[src/rtl/lpm_pkg.sv]
package lpm_pkg;

    typedef enum logic [1:0] {
        PM_RUN  = 2'b00,
        PM_STOP = 2'b01,
        PM_SUSP = 2'b10
    } pm_state_e;

    // Index of each request bit; a lower index wins when both are set.
    localparam int unsigned REQ_STOP = 0;
    localparam int unsigned REQ_SUSP = 1;
    localparam int unsigned REQ_N    = 2;

    typedef struct packed {
        logic cpu;
        logic hfosc;
        logic periph;
        logic pmatch;
    } gate_t;

    typedef struct packed {
        logic resume;
        logic irq;
    } wake_t;

    function automatic gate_t gates_for(pm_state_e st);
        gate_t g;
        g.cpu    = (st == PM_RUN);
        g.hfosc  = (st == PM_RUN);
        g.periph = (st == PM_RUN);
        g.pmatch = (st != PM_STOP);
        return g;
    endfunction

    function automatic pm_state_e target_for(logic [REQ_N-1:0] sel);
        pm_state_e t;
        t = PM_RUN;
        if (sel[REQ_STOP])      t = PM_STOP;
        else if (sel[REQ_SUSP]) t = PM_SUSP;
        return t;
    endfunction

endpackage

[src/rtl/lpm_req_latch.sv]
module lpm_req_latch
    import lpm_pkg::*;
#(
    parameter int unsigned N = REQ_N
) (
    input  logic         clk,
    input  logic         rst,
    input  logic         flush,
    input  logic         arm,
    input  logic [N-1:0] wr,
    input  logic         retire,
    output logic         enter,
    output logic [N-1:0] sel
);

    logic [N-1:0] pend_q;
    logic [N-1:0] req;

    assign req   = pend_q | (wr & {N{arm}});
    assign enter = arm & retire & (|req);

    // Lowest set index wins.
    always_comb begin
        sel = '0;
        for (int i = N - 1; i >= 0; i--) begin
            if (req[i]) sel = N'(1) << i;
        end
    end

    for (genvar g = 0; g < N; g++) begin : g_pend
        always_ff @(posedge clk) begin
            if (rst || flush || enter)
                pend_q[g] <= 1'b0;
            else if (arm)
                pend_q[g] <= pend_q[g] | wr[g];
        end
    end

    AST_SEL_ONEHOT: assert property (@(posedge clk) disable iff (rst)
        enter |-> ($countones(sel) == 1));

    AST_PEND_CLEARED: assert property (@(posedge clk) disable iff (rst)
        enter |=> (pend_q == '0));

endmodule

[src/rtl/lpm_mcd.sv]
module lpm_mcd #(
    parameter int unsigned LIMIT = 8
) (
    input  logic clk,
    input  logic rst,
    input  logic clr,
    input  logic en,
    input  logic lf_tick,
    input  logic sysclk_act,
    output logic hit
);

    localparam int unsigned CW = (LIMIT < 2) ? 1 : $clog2(LIMIT + 1);

    logic [CW-1:0] cnt_q;

    assign hit = en && !sysclk_act && lf_tick && (cnt_q == CW'(LIMIT - 1));

    always_ff @(posedge clk) begin
        if (rst || clr || !en || sysclk_act || hit)
            cnt_q <= '0;
        else if (lf_tick)
            cnt_q <= cnt_q + 1'b1;
    end

    AST_MCD_CLEAR_ON_ACT: assert property (@(posedge clk) disable iff (rst)
        sysclk_act |=> (cnt_q == '0));

    AST_MCD_BOUND: assert property (@(posedge clk) disable iff (rst)
        (cnt_q < CW'(LIMIT)));

    AST_MCD_OFF_QUIET: assert property (@(posedge clk) disable iff (rst)
        !en |-> !hit);

endmodule

[src/rtl/lpm_wake_sort.sv]
module lpm_wake_sort
    import lpm_pkg::*;
(
    input  pm_state_e state,
    input  logic      rst_evt,
    input  logic      port_match,
    input  logic      cmp_low,
    input  logic      cmp_wake_en,
    input  logic      wake_irq_en,
    output wake_t     cause
);

    logic src_any;

    always_comb begin
        src_any      = port_match | (cmp_low & cmp_wake_en);
        cause.resume = (state == PM_SUSP) & src_any & ~rst_evt;
        cause.irq    = cause.resume & wake_irq_en;
    end

endmodule

[src/rtl/lpm_sequencer.sv]
module lpm_sequencer
    import lpm_pkg::*;
#(
    parameter int unsigned MCD_LIMIT = 8
) (
    input  logic       clk,
    input  logic       rst,
    input  logic       stop_wr,
    input  logic       susp_wr,
    input  logic       instr_retire,
    input  logic       ext_rst,
    input  logic       port_match,
    input  logic       cmp_low,
    input  logic       cmp_wake_en,
    input  logic       wake_irq_en,
    input  logic       mcd_en,
    input  logic       lf_tick,
    input  logic       sysclk_act,
    input  logic       xosc_cfg,
    output logic [1:0] mode_state,
    output logic       cpu_clk_en,
    output logic       hfosc_en,
    output logic       periph_clk_en,
    output logic       pm_clk_en,
    output logic       xosc_en,
    output logic       resume_next,
    output logic       wake_irq,
    output logic       reset_req
);

    pm_state_e         state_q;
    logic              mcd_hit;
    logic              rst_evt;
    logic              enter;
    logic [REQ_N-1:0]  wr_vec;
    logic [REQ_N-1:0]  sel;
    wake_t             cause;
    gate_t             gates;
    logic              resume_q, irq_q, rreq_q, xosc_q;

    assign rst_evt = ext_rst | mcd_hit;

    always_comb begin
        wr_vec           = '0;
        wr_vec[REQ_STOP] = stop_wr;
        wr_vec[REQ_SUSP] = susp_wr;
    end

    lpm_req_latch #(.N(REQ_N)) u_req (
        .clk    (clk),
        .rst    (rst),
        .flush  (rst_evt),
        .arm    (state_q == PM_RUN),
        .wr     (wr_vec),
        .retire (instr_retire),
        .enter  (enter),
        .sel    (sel)
    );

    lpm_mcd #(.LIMIT(MCD_LIMIT)) u_mcd (
        .clk        (clk),
        .rst        (rst),
        .clr        (ext_rst),
        .en         (mcd_en),
        .lf_tick    (lf_tick),
        .sysclk_act (sysclk_act),
        .hit        (mcd_hit)
    );

    lpm_wake_sort u_wake (
        .state       (state_q),
        .rst_evt     (rst_evt),
        .port_match  (port_match),
        .cmp_low     (cmp_low),
        .cmp_wake_en (cmp_wake_en),
        .wake_irq_en (wake_irq_en),
        .cause       (cause)
    );

    always_ff @(posedge clk) begin
        if (rst) begin
            state_q  <= PM_RUN;
            resume_q <= 1'b0;
            irq_q    <= 1'b0;
            rreq_q   <= 1'b0;
        end else begin
            resume_q <= 1'b0;
            irq_q    <= 1'b0;
            rreq_q   <= 1'b0;
            if (rst_evt) begin
                state_q <= PM_RUN;
                rreq_q  <= 1'b1;
            end else begin
                case (state_q)
                    PM_RUN:  if (enter) state_q <= target_for(sel);
                    PM_SUSP: if (cause.resume) begin
                        state_q  <= PM_RUN;
                        resume_q <= 1'b1;
                        irq_q    <= cause.irq;
                    end
                    PM_STOP: state_q <= PM_STOP;
                    default: state_q <= PM_RUN;
                endcase
            end
        end
    end

    always_ff @(posedge clk) begin
        if (rst)
            xosc_q <= 1'b0;
        else if (state_q == PM_RUN)
            xosc_q <= xosc_cfg;
    end

    assign gates         = gates_for(state_q);
    assign mode_state    = state_q;
    assign cpu_clk_en    = gates.cpu;
    assign hfosc_en      = gates.hfosc;
    assign periph_clk_en = gates.periph;
    assign pm_clk_en     = gates.pmatch;
    assign xosc_en       = xosc_q;
    assign resume_next   = resume_q;
    assign wake_irq      = irq_q;
    assign reset_req     = rreq_q;

    AST_STOP_HOLD: assert property (@(posedge clk) disable iff (rst)
        (state_q == PM_STOP && !rst_evt) |=> (state_q == PM_STOP));

    AST_ENTRY_ON_RETIRE: assert property (@(posedge clk) disable iff (rst)
        (state_q == PM_RUN && !instr_retire) |=> (state_q == PM_RUN));

    AST_RESUME_ORIGIN: assert property (@(posedge clk) disable iff (rst)
        resume_q |-> ($past(state_q) == PM_SUSP && state_q == PM_RUN));

    AST_RESUME_PULSE: assert property (@(posedge clk) disable iff (rst)
        resume_q |=> !resume_q);

    AST_RESET_EXCLUSIVE: assert property (@(posedge clk) disable iff (rst)
        rreq_q |-> (!resume_q && state_q == PM_RUN));

    AST_IRQ_WITH_RESUME: assert property (@(posedge clk) disable iff (rst)
        irq_q |-> resume_q);

    AST_RUN_NO_WAKE: assert property (@(posedge clk) disable iff (rst)
        (state_q == PM_RUN) |=> !resume_q);

    AST_XOSC_HELD: assert property (@(posedge clk) disable iff (rst)
        (state_q != PM_RUN) |=> $stable(xosc_q));

endmodule

[config.mk]
export PLATFORM = sky130hd
export DESIGN_NAME = lpm_sequencer
export DESIGN_NICKNAME = d
export VERILOG_FILES = /design/src/rtl/lpm_pkg.sv /design/src/rtl/lpm_req_latch.sv /design/src/rtl/lpm_mcd.sv /design/src/rtl/lpm_wake_sort.sv /design/src/rtl/lpm_sequencer.sv
export SDC_FILE = /design/constraint.sdc
export NUM_CORES = 1
export LEC_CHECK = 0
export ABC_AREA = 1
export BUFFER_PORTS_ARGS = -buffer_cell sky130_fd_sc_hd__buf_2
export CAP_MARGIN = 20
export CORE_AREA = 2 2 39 41
export DETAILED_ROUTE_END_ITERATION = 8
export DIE_AREA = 0 0 41 43
export GPL_TIMING_DRIVEN = 0
export PLACE_DENSITY_LB_ADDON = 0.15
export SKIP_LAST_GASP = 1
export SLEW_MARGIN = 30
export SYNTH_ARGS = -nofsm -noshare
export SYNTH_HDL_FRONTEND = slang
export SYNTH_SLANG_ARGS = --single-unit
[constraint.sdc]
create_clock -name clk -period 2.4 [get_ports clk]
set_input_delay 0.48 -clock clk [delete_from_list [all_inputs] [get_ports clk]]
set_output_delay 0.48 -clock clk [all_outputs]
set_load 0.005 [all_outputs]
; ---- After elaboration in Yosys (flattened, before gate mapping)
; Index checks and enable logic that the tools add are counted.
[classes]
addsub = 1
n_mul = 0
div = 0
magnitude_cmp = 0
n_eq_ne = 6
n_shift = 0
mux = 9
n_bitwise = 15
n_reduce_logical = 17
[ops]
columns = cell, n
row1 = 2-to-1 mux 2 bit, 6
row2 = AND 1 bit, 6
row3 = logical OR 1 bit, 6
row4 = case mux 2 bit (3 select lines), 1
row5 = adder 4 x 1 -> 4 bit (second input constant), 1
row6 = equality test 4 x 3 -> 1 bit (second input constant), 1
row7 = inequality test 2 bit (second input constant), 2
row8 = bitwise OR 1 bit, 4
row9 = OR reduction 2 bit, 2
row10 = OR reduction 4 bit, 1
row11 = logical AND 1 bit, 3
row12 = NOT 1 bit, 3
row13 = OR reduction 3 bit, 1
row14 = AND 2 bit, 1
row15 = equality test 2 x 1 -> 1 bit (second input constant), 1
row16 = equality test 2 bit (second input constant), 1
row17 = logical NOT 1 bit, 2
row18 = logical NOT 2 bit, 1
row19 = 2-to-1 mux 1 bit, 2
row20 = inequality test 2 x 1 -> 1 bit (second input constant), 1
row21 = bitwise OR 2 bit, 1
row22 = AND reduction 2 bit, 1
[word_totals]
regBits = 12
latch_bits = 0
mem_bits_rw = 0
rom_bits = 0
inputBits = 14
out_inout_bits = 10
wordCells = 56
n_memories = 0

; ---- Depth between registers and ports, before layout
[logic_depth]
word_depth = 9
mapped_depth = 8
depth_no_buf = 8

; ---- Hierarchy
; A second synthesis with hierarchy kept.
[hier_totals]
cells_unflattened = 88
area_unflattened_um2 = 601.8
[modules_own_cells]
columns = mod, n_inst, cells_each, area_each_um2
row1 = lpm_sequencer, 1, 33, 256.5
row2 = lpm_mcd, 1, 32, 210.2
row3 = lpm_req_latch, 1, 15, 103.8
row4 = lpm_wake_sort, 1, 8, 31.3

; ---- Worst setup path before layout
; OpenSTA, ideal clock, no wires.
[synth_path]
path_type = register to output
start = register state_q[1] (netlist: mode_state[1])
end = output port hfosc_en
arrival_time_ps = 688
path_slack_ps = 1232
path_stages_with_launch = 3
path_buffers = 1
path_cell_list = dfxtp_1 > nor2_4 > buf_4
[synth_between]
elab_chain_len = 1
[synth_lines]
columns = element, line
row1 = "start, declared", lpm_sequencer.sv:31  ; pm_state_e state_q;
row2 = "start signal, assigned", lpm_sequencer.sv:95  ; PM_RUN: if (enter) state_q <= target_for(sel);
row3 = logical NOT 2 bit, -
row4 = "end, declared", lpm_sequencer.sv:22  ; output logic hfosc_en,
; No other way between the ends.

; ---- Worst setup path after layout
[layout_path]
start = register state_q[0] (netlist: mode_state[0])
end = output port hfosc_en
[layout_between]
elab_chain_len = 1
[layout_lines]
columns = element, line
row1 = logical NOT 2 bit, lpm_pkg.sv:29  ; g.hfosc = (st == PM_RUN);
; No other way between the ends.

==> results.md <==
## Global route
• global-route wire length before repair: 1490 um
• initial antenna violation count: 0
• most crowded layer after global routing: met2
• pin count of the biggest net entering global routing: 8
• GRT met1 Usage: 0.168
• via count of the first global-routing pass: 404
• GRT met3 Usage: 0.0314
• global-route congestion overflow total: 0
• met2 track demand over resource: 0.169
• overall fraction of global-route tracks in use: 0.133

## Yosys
• Synth Net Count: 86
• average size of a mapped cell: 7.93 um2
• Synth async-reset ratio: 0
• Most used DFF post-synth: sky130_fd_sc_hd__dfxtp_1
• number of enable flip-flop cells after synthesis: 0
• Post-Synthesis Cell Area: 563 um2
• synthesized flop and latch total: 12
• Seq/Total Area, Yosys: 0.427
• number of warnings printed during yosys synthesis: 0
• Mapped Cells: 71
• count of unique library cells instantiated by Yosys: 21

## Floorplan
• number of rows in the core area: 14
• effective utilization at floorplan: 0.407
• die area: 1760 um2
• height of the die: 43 um
• standard cell core area: 1380 um2
• boundary pin count: 24
• die outline width: 41 um

## Clock network
• CTS Hold Bufs: 0
• # H-tree levels: 1
• Root Driver: sky130_fd_sc_hd__clkbuf_4
• Skew-Pair Late Insertion Delay: 270 ps
• count of buffers added by post-CTS timing repair for setup: 0
• CTS sink count: 12
• number of CTS-inserted buffers: 3
• TritonCTS clock tree: built
• post-CTS sizing: 0
• clk buf depth: 2
• clock transition at the register clock pins on the worst setup and hold paths after CTS: 70 ps

## Timing
• min Tclk post-route: 1570 ps
• Max-slew headroom: 0.853
• crit share post-route: 0.653
• RSZ-0062 raised after global routing: no
• highest clock rate: 638 MHz
• Setup Viol. Count Final: 0
• number of failing hold endpoints at the final stage: 0
• post-route worst setup slack: 833 ps
• fin. max-slew vios: 0
• worst clock skew on the final layout: 5.25 ps
• total negative slack: 0 ps
• transition at the pin with the smallest max-transition slack: 220 ps

## Setup path
• library cell contributing the largest single delay on the critical path: sky130_fd_sc_hd__dfxtp_1
• critical path launch point type: flop
• endpoint arrival time on the critical path: 1090 ps
• ordered cell list for the critical path: nor2_4, buf_4, buf_2
• number of buffer and inverter stages on the critical path: 2
• worst reg-to-reg setup slack: 1220 ps
• peak fanout along the critical path: 7
• CP Data Required Time: 1920 ps
• peak per-stage delay on the critical path: 370 ps
• startpoint-to-endpoint class of the critical path: reg2out
• crit path capture type: output port
• kind of cell adding the most delay to the critical path: flip-flops

## Drt
• Final Routed Wirelength: 920 um
• total vias in the final route: 494
• routed wirelength normalized by instance count: 8.14 um
• DRC violations left: 0
• number of routed nets with antenna violations: 0
• Via density: 4.37
• 1st-iter DRT viols: 7
• detailed-routing iteration count for the pre-antenna-repair pass: 3

## Placed design
• post-detailed-placement cell area: 698 um2
• hpwl dp: 769 um
• pre-CTS setup slack: 1120 ps
• number of port buffers: 23
• final RePlAce weighted congestion: 0.746

## Power and ir drop
• power density over the cells: 536 nW/um2
• post-layout total power: 0.000386 W
• peak ir drop on the vdd network: 305 uV
• Static Leakage: 0.363 nW

## Final layout
• Layout area overhead: 28.0%
• diode count: 0
• Final Cell Area: 721 um2
• final net count: 114
• share of the core filled with cells: 0.521
• fraction of layout instances using a drive strength above 1: 0.412

## Outcome
• run status: finished, final reports clean

## Min path
• Hold Path Class: in2reg

## Job
• max-cap violations: 0

==> state kept, by name, summed over array words and instances, names as in the netlist <==
name,flops
u_mcd.cnt_q,4
mode_state,2
u_req.pend_q,2
reset_req,1
resume_next,1
wake_irq,1
xosc_en,1
==> cell type report <==
| cell class | count | area [um2] |
|---|---|---|
| fillers | 142 | 663 |
| multi-input cells | 46 | 267 |
| flip-flops and latches | 12 | 240 |
| repair buffers | 23 | 115 |
| inverters | 11 | 41.3 |
| clock buffers | 3 | 22.5 |
| well taps | 16 | 20.0 |
| plain buffers | 2 | 15.0 |
==> cells by family (layout without fill, tap and decap cells) <==
logic type                 count (synthesis)  count (layout)  share of synthesized area
xor gates and xnor gates                   3               3                     0.0467
AOI/OAI and AO/OA                          6               6                     0.0845
muxes                                      1               1                     0.0178
and+or+nand+nor                           35              35                      0.302
buffers and inverters                     13              39                      0.100
adders and majority gates                  1               1                     0.0222
DFF                                       12              12                      0.427
==> path summary, 6_finish.rpt <==
path                                 startpoint         endpoint  depth (start not counted)
worst min register to register  u_req.pend_q[1]  u_req.pend_q[1]                          2
worst min-delay path                   xosc_cfg          xosc_en                          3
worst max register to register   u_mcd.cnt_q[0]   u_mcd.cnt_q[1]                          8
worst max-delay path              mode_state[0]         hfosc_en                          3
==> synthesized netlist by cell type (2+ instances only) <==
library cell / count / area, um2
sky130_fd_sc_hd__nand2_2: 4 / 25.0
sky130_fd_sc_hd__nand3_1: 2 / 10.0
sky130_fd_sc_hd__buf_4: 2 / 15.0
sky130_fd_sc_hd__nor2_4: 2 / 22.5
sky130_fd_sc_hd__nand2_1: 9 / 33.8
sky130_fd_sc_hd__a21oi_1: 2 / 10.0
sky130_fd_sc_hd__nor2_1: 15 / 56.3
sky130_fd_sc_hd__inv_2: 2 / 7.51
sky130_fd_sc_hd__xor2_1: 2 / 17.5
sky130_fd_sc_hd__inv_1: 9 / 33.8
sky130_fd_sc_hd__dfxtp_1: 12 / 240
==> worst reg2reg max path, cell delays in order, from the launching register on <==
cell,delay [ps]
sky130_fd_sc_hd__dfxtp_1,330
sky130_fd_sc_hd__ha_1,210
sky130_fd_sc_hd__nand2_2,70
sky130_fd_sc_hd__nor2_1,40
sky130_fd_sc_hd__nand2_1,90
sky130_fd_sc_hd__nand2_2,90
sky130_fd_sc_hd__nor2_4,120
sky130_fd_sc_hd__nand2_2,90
sky130_fd_sc_hd__nor2_1,90
==> metal layers <==
| metal | part of all wire | vias up | wire length (um) |
|---|---|---|---|
| met3 | 0.060 | 4 | 55 |
| met2 | 0.42 | 17 | 390 |
| li1 | - | 268 | - |
| met5 | 0 | - | 0 |
| met4 | 0.029 | 0 | 27 |
| met1 | 0.48 | 205 | 446 |
==> metrics by stage <==
stage                     cells  hold slack [ps]
after floorplan              71              453
after global placement      110              464
after detailed placement    110              473
after CTS                   113              423
after global routing        113              420
final                       113              429
==> layout by cell type, fill, tap and decap left out, types with 2 or more instances in the layout <==
cell type,count
sky130_fd_sc_hd__buf_4,2
sky130_fd_sc_hd__nor2_1,15
sky130_fd_sc_hd__nand3_1,2
sky130_fd_sc_hd__nand2_1,9
sky130_fd_sc_hd__xor2_1,2
sky130_fd_sc_hd__clkbuf_4,3
sky130_fd_sc_hd__a21oi_1,2
sky130_fd_sc_hd__inv_2,2
sky130_fd_sc_hd__nor2_4,2
sky130_fd_sc_hd__dfxtp_1,12
sky130_fd_sc_hd__nand2_2,4
sky130_fd_sc_hd__buf_2,23
sky130_fd_sc_hd__inv_1,9
==> power by group <==
| group | internal, W | switching (W) |
|---|---|---|
| Clock | 0.0000581 | 0.0000614 |
| Combinational | 0.0000289 | 0.0000297 |
| Sequential | 0.000205 | 0.00000371 |
Power figures use the tool's default switching activity.
